### config.mk
export PLATFORM = sky130hd
export DESIGN_NAME = ddr2_bank_guard
export DESIGN_NICKNAME = d
export VERILOG_FILES = /design/src/rtl/ddr2_guard_pkg.sv /design/src/rtl/ddr2_bank_slot.sv /design/src/rtl/ddr2_issue_pipe.sv /design/src/rtl/ddr2_bank_guard.sv
export SDC_FILE = /design/constraint.sdc
export NUM_CORES = 1
export LEC_CHECK = 0
export BUFFER_PORTS_ARGS = -buffer_cell sky130_fd_sc_hd__buf_4
export CORE_AREA = 4 4 126 128
export CTS_CLUSTER_SIZE = 25
export DETAILED_ROUTE_END_ITERATION = 12
export DIE_AREA = 0 0 130 132
export GPL_TIMING_DRIVEN = 0
export PLACE_DENSITY_LB_ADDON = 0.2
export SETUP_SLACK_MARGIN = 0.4
export SLEW_MARGIN = 10
export SYNTH_ARGS = -nofsm -noshare
export SYNTH_HDL_FRONTEND = slang
export SYNTH_SLANG_ARGS = --single-unit
### constraint.sdc
create_clock -name clk -period 11.1 [get_ports clk]
set_clock_uncertainty 0.2 [all_clocks]
set_input_delay 1.665 -clock clk [delete_from_list [all_inputs] [get_ports clk]]
set_output_delay 1.665 -clock clk [all_outputs]
set_load 0.01 [all_outputs]
### src/rtl/ddr2_guard_pkg.sv
package ddr2_guard_pkg;

  parameter int CNT_W = 4;

  typedef enum logic [2:0] {
    CMD_NOP = 3'd0,
    CMD_ACT = 3'd1,
    CMD_RD  = 3'd2,
    CMD_WR  = 3'd3,
    CMD_PRE = 3'd4
  } cmd_e;

  typedef enum logic [2:0] {
    V_RRD        = 3'd0,
    V_ACT_OPEN   = 3'd1,
    V_COL_CLOSED = 3'd2,
    V_RCD        = 3'd3,
    V_CCD        = 3'd4,
    V_RAS        = 3'd5,
    V_RP         = 3'd6,
    V_RC         = 3'd7
  } viol_e;

  // Strobe decode; a deselected chip is always a no-op.
  function automatic cmd_e decode_cmd(input logic cs, input logic ras,
                                      input logic cas, input logic we);
    case ({cs, ras, cas, we})
      4'b0011: return CMD_ACT;
      4'b0101: return CMD_RD;
      4'b0100: return CMD_WR;
      4'b0010: return CMD_PRE;
      default: return CMD_NOP;
    endcase
  endfunction

  // Saturating increment: all-ones means "long ago".
  function automatic logic [CNT_W-1:0] sat_inc(input logic [CNT_W-1:0] v);
    return (&v) ? v : v + CNT_W'(1);
  endfunction

  function automatic logic gap_met(input logic [CNT_W-1:0] since,
                                   input logic [CNT_W-1:0] min_gap);
    return since >= min_gap;
  endfunction

  // Posted column command: elapsed cycles plus additive latency must cover tRCD.
  function automatic logic rcd_met(input logic [CNT_W-1:0] since,
                                   input logic [CNT_W-1:0] al,
                                   input logic [CNT_W-1:0] trcd);
    return ({1'b0, since} + {1'b0, al}) >= {1'b0, trcd};
  endfunction

endpackage

### src/rtl/ddr2_bank_slot.sv
module ddr2_bank_slot
  import ddr2_guard_pkg::*;
#(
  parameter int AP_W = 4
) (
  input  logic             clk,
  input  logic             rst_n,
  input  logic             act,
  input  logic             pre,
  input  logic             ap_req,
  input  logic [AP_W-1:0]  ap_len,
  output logic             is_open,
  output logic             close_evt,
  output logic [CNT_W-1:0] since_act,
  output logic [CNT_W-1:0] since_pre
);

  logic [AP_W-1:0] ap_cnt;
  logic            ap_start;

  assign close_evt = (ap_cnt == AP_W'(1));
  // Auto-precharge is only armed on a bank that is open and not already closing.
  assign ap_start  = ap_req && is_open && !close_evt;

  always_ff @(posedge clk) begin
    if (!rst_n) begin
      is_open   <= 1'b0;
      ap_cnt    <= '0;
      since_act <= '1;
      since_pre <= '1;
    end else begin
      since_act <= act ? CNT_W'(1) : sat_inc(since_act);
      since_pre <= ((pre && is_open) || close_evt) ? CNT_W'(1) : sat_inc(since_pre);
      if (act)                   is_open <= 1'b1;
      else if (pre || close_evt) is_open <= 1'b0;
      if (ap_start)              ap_cnt <= ap_len;
      else if (act || pre)       ap_cnt <= '0;
      else if (ap_cnt != '0)     ap_cnt <= ap_cnt - AP_W'(1);
    end
  end

endmodule

### src/rtl/ddr2_issue_pipe.sv
module ddr2_issue_pipe #(
  parameter int MAX_AL = 6,
  parameter int BANK_W = 2,
  parameter int AL_W   = 3
) (
  input  logic              clk,
  input  logic              rst_n,
  input  logic              rd_in,
  input  logic [BANK_W-1:0] bank_in,
  input  logic [AL_W-1:0]   al,
  output logic              issue,
  output logic [BANK_W-1:0] issue_bank
);

  logic [MAX_AL:0]   stg_v;
  logic [BANK_W-1:0] stg_b [MAX_AL+1];

  always_ff @(posedge clk) begin
    if (!rst_n) stg_v <= '0;
    else        stg_v <= {stg_v[MAX_AL-1:0], rd_in};
  end

  always_ff @(posedge clk) begin
    stg_b[0] <= bank_in;
    for (int i = 1; i <= MAX_AL; i++) stg_b[i] <= stg_b[i-1];
  end

  // Tap AL selects the delay; tap 0 is one register after the command edge.
  assign issue      = stg_v[al];
  assign issue_bank = stg_b[al];

endmodule

### src/rtl/ddr2_bank_guard.sv
module ddr2_bank_guard
  import ddr2_guard_pkg::*;
#(
  parameter int NUM_BANKS = 4,
  parameter int ROW_W     = 13,
  parameter int AP_BIT    = 10,
  parameter int MAX_AL    = 6,
  parameter int BURST_CYC = 2,
  localparam int BANK_W   = $clog2(NUM_BANKS),
  localparam int AL_W     = $clog2(MAX_AL + 1)
) (
  input  logic                 clk,
  input  logic                 rst_n,
  input  logic                 cs_n,
  input  logic                 ras_n,
  input  logic                 cas_n,
  input  logic                 we_n,
  input  logic [BANK_W-1:0]    ba,
  input  logic [ROW_W-1:0]     addr,
  input  logic [CNT_W-1:0]     cfg_trcd,
  input  logic [CNT_W-1:0]     cfg_tras,
  input  logic [CNT_W-1:0]     cfg_trp,
  input  logic [CNT_W-1:0]     cfg_trc,
  input  logic [CNT_W-1:0]     cfg_trrd,
  input  logic [CNT_W-1:0]     cfg_tccd,
  input  logic [AL_W-1:0]      cfg_al,
  output logic                 viol,
  output logic [2:0]           viol_code,
  output logic [BANK_W-1:0]    viol_bank,
  output logic [NUM_BANKS-1:0] bank_open,
  output logic                 rd_issue,
  output logic [BANK_W-1:0]    rd_issue_bank
);

  localparam int AP_W = $clog2(MAX_AL + BURST_CYC + 1);

  // Static configuration, captured in reset only.
  logic [CNT_W-1:0] trcd_q, tras_q, trp_q, trc_q, trrd_q, tccd_q;
  logic [AL_W-1:0]  cfg_al_q;

  always_ff @(posedge clk) begin
    if (!rst_n) begin
      trcd_q   <= cfg_trcd;
      tras_q   <= cfg_tras;
      trp_q    <= cfg_trp;
      trc_q    <= cfg_trc;
      trrd_q   <= cfg_trrd;
      tccd_q   <= cfg_tccd;
      cfg_al_q <= (cfg_al > AL_W'(MAX_AL)) ? AL_W'(MAX_AL) : cfg_al;
    end
  end

  // Decoded command events, named for the checker.
  cmd_e cmd;
  logic cmd_act, cmd_rd, cmd_wr, cmd_col, cmd_pre;
  assign cmd     = decode_cmd(cs_n, ras_n, cas_n, we_n);
  assign cmd_act = (cmd == CMD_ACT);
  assign cmd_rd  = (cmd == CMD_RD);
  assign cmd_wr  = (cmd == CMD_WR);
  assign cmd_col = cmd_rd || cmd_wr;
  assign cmd_pre = (cmd == CMD_PRE);

  logic unused_addr;
  assign unused_addr = ^{addr[ROW_W-1:AP_BIT+1], addr[AP_BIT-1:0]};

  logic [AP_W-1:0]      ap_len;
  assign ap_len = AP_W'(cfg_al_q) + AP_W'(BURST_CYC);

  logic [NUM_BANKS-1:0] open_v, close_evt;
  logic [CNT_W-1:0]     since_act [NUM_BANKS];
  logic [CNT_W-1:0]     since_pre [NUM_BANKS];

  for (genvar g = 0; g < NUM_BANKS; g++) begin : g_bank
    logic hit;
    assign hit = (ba == BANK_W'(g));
    ddr2_bank_slot #(.AP_W(AP_W)) u_slot (
      .clk       (clk),
      .rst_n     (rst_n),
      .act       (cmd_act && hit),
      .pre       (cmd_pre && hit),
      .ap_req    (cmd_col && addr[AP_BIT] && hit),
      .ap_len    (ap_len),
      .is_open   (open_v[g]),
      .close_evt (close_evt[g]),
      .since_act (since_act[g]),
      .since_pre (since_pre[g])
    );
  end

  // Bus-wide spacing counters.
  logic [CNT_W-1:0] since_any_act, since_col;
  always_ff @(posedge clk) begin
    if (!rst_n) begin
      since_any_act <= '1;
      since_col     <= '1;
    end else begin
      since_any_act <= cmd_act ? CNT_W'(1) : sat_inc(since_any_act);
      since_col     <= cmd_col ? CNT_W'(1) : sat_inc(since_col);
    end
  end

  // Rule evaluation, first failing rule wins.
  logic  v_hit;
  viol_e v_code;
  logic  sel_open;
  assign sel_open = open_v[ba];

  always_comb begin
    v_hit  = 1'b1;
    v_code = V_RRD;
    unique case (1'b1)
      cmd_act: begin
        if (sel_open)                              v_code = V_ACT_OPEN;
        else if (!gap_met(since_pre[ba], trp_q))   v_code = V_RP;
        else if (!gap_met(since_act[ba], trc_q))   v_code = V_RC;
        else if (!gap_met(since_any_act, trrd_q))  v_code = V_RRD;
        else                                       v_hit  = 1'b0;
      end
      cmd_col: begin
        if (!sel_open)                                          v_code = V_COL_CLOSED;
        else if (!rcd_met(since_act[ba], CNT_W'(cfg_al_q), trcd_q)) v_code = V_RCD;
        else if (!gap_met(since_col, tccd_q))                   v_code = V_CCD;
        else                                                    v_hit  = 1'b0;
      end
      cmd_pre: begin
        if (sel_open && !gap_met(since_act[ba], tras_q)) v_code = V_RAS;
        else                                             v_hit  = 1'b0;
      end
      default: v_hit = 1'b0;
    endcase
  end

  always_ff @(posedge clk) begin
    if (!rst_n) begin
      viol      <= 1'b0;
      viol_code <= '0;
      viol_bank <= '0;
    end else begin
      viol      <= v_hit;
      viol_code <= v_hit ? v_code : 3'd0;
      viol_bank <= ba;
    end
  end

  assign bank_open = open_v;

  ddr2_issue_pipe #(.MAX_AL(MAX_AL), .BANK_W(BANK_W), .AL_W(AL_W)) u_issue (
    .clk        (clk),
    .rst_n      (rst_n),
    .rd_in      (cmd_rd),
    .bank_in    (ba),
    .al         (cfg_al_q),
    .issue      (rd_issue),
    .issue_bank (rd_issue_bank)
  );

endmodule

==> impl_results.md <==
* Overall power at 0.00185 W
* Die area at 17,200 um^2
* Crit-path cells: buf_4 > buf_2 > buf_1 > mux4_1 > ha_1 > fa_1 > xor2_1 > ha_1 > a21oi_1 > o21ai_0 > a221oi_2 > nand3_1 > a221oi_1
* Worst path most repeated cell: ha_1
* Synthesis-to-finish area growth at 21.2%
* First drt pass iteration count at 4
* Final Cell Area at 7030 um^2
* CP max stage cell: buf_1
* CTS tree: done
* WP data arrival at 5.12 ns
* Final hold viol count at 0
* Vias in the first global route at 4,399
* Syn Std Cell Area at 5800 um^2
* Antenna violations before repair at 0
* Post-Route Setup TNS at 0 ns
* ANT nets after route at 0
* CORE AREA at 14,900 um^2
* Pwr per Cell Area at 264 nW/um^2
* Ports at 61
* Largest family of logic cells by synthesized area: simple AND/OR/NAND/NOR gates
* Fin nets at 723
* FF+latch count, synth at 117
* CTS root buffer: clkbuf_16
* WS Path Type: in2reg
* Synth Area in Compound Gates at 9.58%
* Slew @ Worst Pin at 0.969 ns
* Layout cells sized above 1 at 18.8%
* Status: complete, no violations
* Hold WS at 0.148 ns
* DR iter-0 viols at 208
* Synth Warn # at 0
* First-pass GRT wire length at 21,800 um
* Fillcell total at about 1,400
* Crit share post-route at approximately 45%
* Post-Route Utilization at between 40% and 50%
* Netlist cell types at 52
* Clock buffer depth at 2
* Synth area leaders: dfxtp_1, edfxtp_1, ha_1
* Vias at around 4,300
* Drt wl/cell at 16.4 um
* CP startpoint kind: input port
* FMAX at 0.199 GHz
* WP data required at 11.20 ns
* Max-Cap Viols at 0
* Maximum vdd drop at 0.130 mV
* Number of antenna diodes at 0
* Hold Buf Count CTS at 0
* Die height at 132 um
* Port Buffers at 48
* Crit path time final at 5.02 ns
* Syn nets at 655
* Max-Slew Margin vs Limit at 34.5%
* Async SR Flop Fraction at 0%
* Post-synth top cells: dfxtp_1, nor2_1, o21ai_0
* Crit. End Element: flip-flop
* HPWL after detailed placement at 10,000 um
* Synth top area share at 31.1%
* Syn_area_per_cell at ~10 um^2
* Initial Util at 39.0%
* CTS sink count at ~120
* DRC viols at 0
* Post-Syn Instances at between 500 and 600
* Count leader, synth: dfxtp_1
* Grt ovf at 0
* CTS Buf Count at 17
* Synth Area in XOR/XNOR at 3.47%
* Post-CTS Setup Bufs at 0
* CTS clk-pin slew, worst paths at 0.05 ns
* Cell accounting for the most synthesized area: dfxtp_1
* RSZ-0062 raised after global routing: false
* Hold Crit Class: reg2reg
* Largest stage delay on the critical path at 0.56 ns
* Die width at about 130 um
* Synth Area in Simple Gates at between 15 and 20%
* Final setup fails at 0
* CTS H-tree depth at 4
* Vias/cell at roughly 5.2
* GP Congestion at 0.760
* Mux cell area share after synthesis at between 10% and 20%
* Seq/Total Area, Yosys at 45.0%
* Std cell rows at 45
* Largest net degree at the start of global routing at 24
* Area share of fa/ha/maj cells after synthesis at 11.1%
* Synth Flop Type: dfxtp_1
* Post-synth EDFFs at 27
* Max FO, Critical Path at 10
* Post_cts resized at 0
* Post-Route WL at around 14,000 um
* Gr usage total at 16.5%
* DP Area at 6430 um^2
* Slew Viols, Final at 0
* LEAKAGE at 2.99 nW
* Clock latency at the later pin of the worst-skew pair at about 0.42 ns
==> critical path, delay by kind of cell <==
| kind | cells | cell delay, ns |
|---|---|---|
| fa+ha+maj | 3 | 0.94 |
| compound gates | 4 | 0.90 |
| buf+inv | 3 | 0.89 |
| mux | 1 | 0.46 |
| xor+xnor | 1 | 0.16 |
| simple gates | 1 | 0.12 |
==> sequential cells by signal (all words and copies together), names as in the netlist, 7 cells and up, named ones only <==
signal and count:
g_bank.u_slot.ap_cnt 16, g_bank.u_slot.since_act 16, g_bank.u_slot.since_pre 16, u_issue.stg_b 14, u_issue.stg_v 7
==> metal layers <==
| layer | GRT usage [%] | up-vias | wire length [um] |
|---|---|---|---|
| met5 | 0 | - | 0 |
| met4 | 5.83 | 0 | 306 |
| met3 | 5.63 | 18 | 649 |
| met2 | 26.7 | 94 | 6570 |
| met1 | 20.4 | 2065 | 6000 |
| li1 | - | 2131 | - |
==> cell families (layout without fill, tap and decap cells) <==
group                      count (synthesis)  count (layout)
muxes                                     48              48
AOI/OAI and AO/OA                         91              91
and+or+nand+nor                          170             170
xor gates and xnor gates                  23              23
adders and majority gates                 51              51
DFF                                      117             117
buffers and inverters                     56             137
==> cell type report <==
type | instances | area (um^2) | area share [%]
clock inverter | 11 | 121 | 1.73
tap | 188 | 235 | 3.35
sequential | 117 | 2610 | 37.2
timing repair buffer | 49 | 388 | 5.52
buffer | 21 | 104 | 1.48
inverter | 35 | 131 | 1.87
clock buffer | 21 | 482 | 6.85
multi-input combinational | 383 | 2960 | 42.0
==> power breakdown <==
part	switching, W	internal, W	total [W]
registers	0.0000993	0.000538	0.000637
logic	0.000321	0.000341	0.000662
clock network	0.000198	0.000355	0.000553
==> cells in the final DEF, fill, tap and decap left out, types with 20 or more instances in the layout <==
cell type / netlist / layout
buf_4: 4 / 52
ha_1: 50 / 50
dfxtp_1: 90 / 90
nand3_1: 24 / 24
inv_1: 35 / 35
nand2_1: 20 / 20
edfxtp_1: 27 / 27
nor2_1: 51 / 51
mux2i_1: 20 / 20
o21ai_0: 51 / 51
==> through the flow <==
step,worst slack [ns],cells
finish,6.08,825
floorplan,6.43,556
CTS,6.08,825
global placement,5.74,792
detailed placement,5.70,793
global route,5.75,825
==> path summary, 6_finish.rpt <==
| kind | endpoint | start | slack (ns) | depth (start not counted) |
|---|---|---|---|---|
| worst max-delay path | viol_code[0] | ba[0] | 6.08 | 13 |
| worst min-delay path | u_issue.stg_b[2][0] | u_issue.stg_b[1][0] | 0.15 | 0 |
| worst max register to register | viol_code[0] | g_bank[0].u_slot.since_act[0] | 7.75 | 10 |
| worst min register to register | u_issue.stg_b[2][0] | u_issue.stg_b[1][0] | 0.15 | 0 |
(Power assumes the default switching activity.)
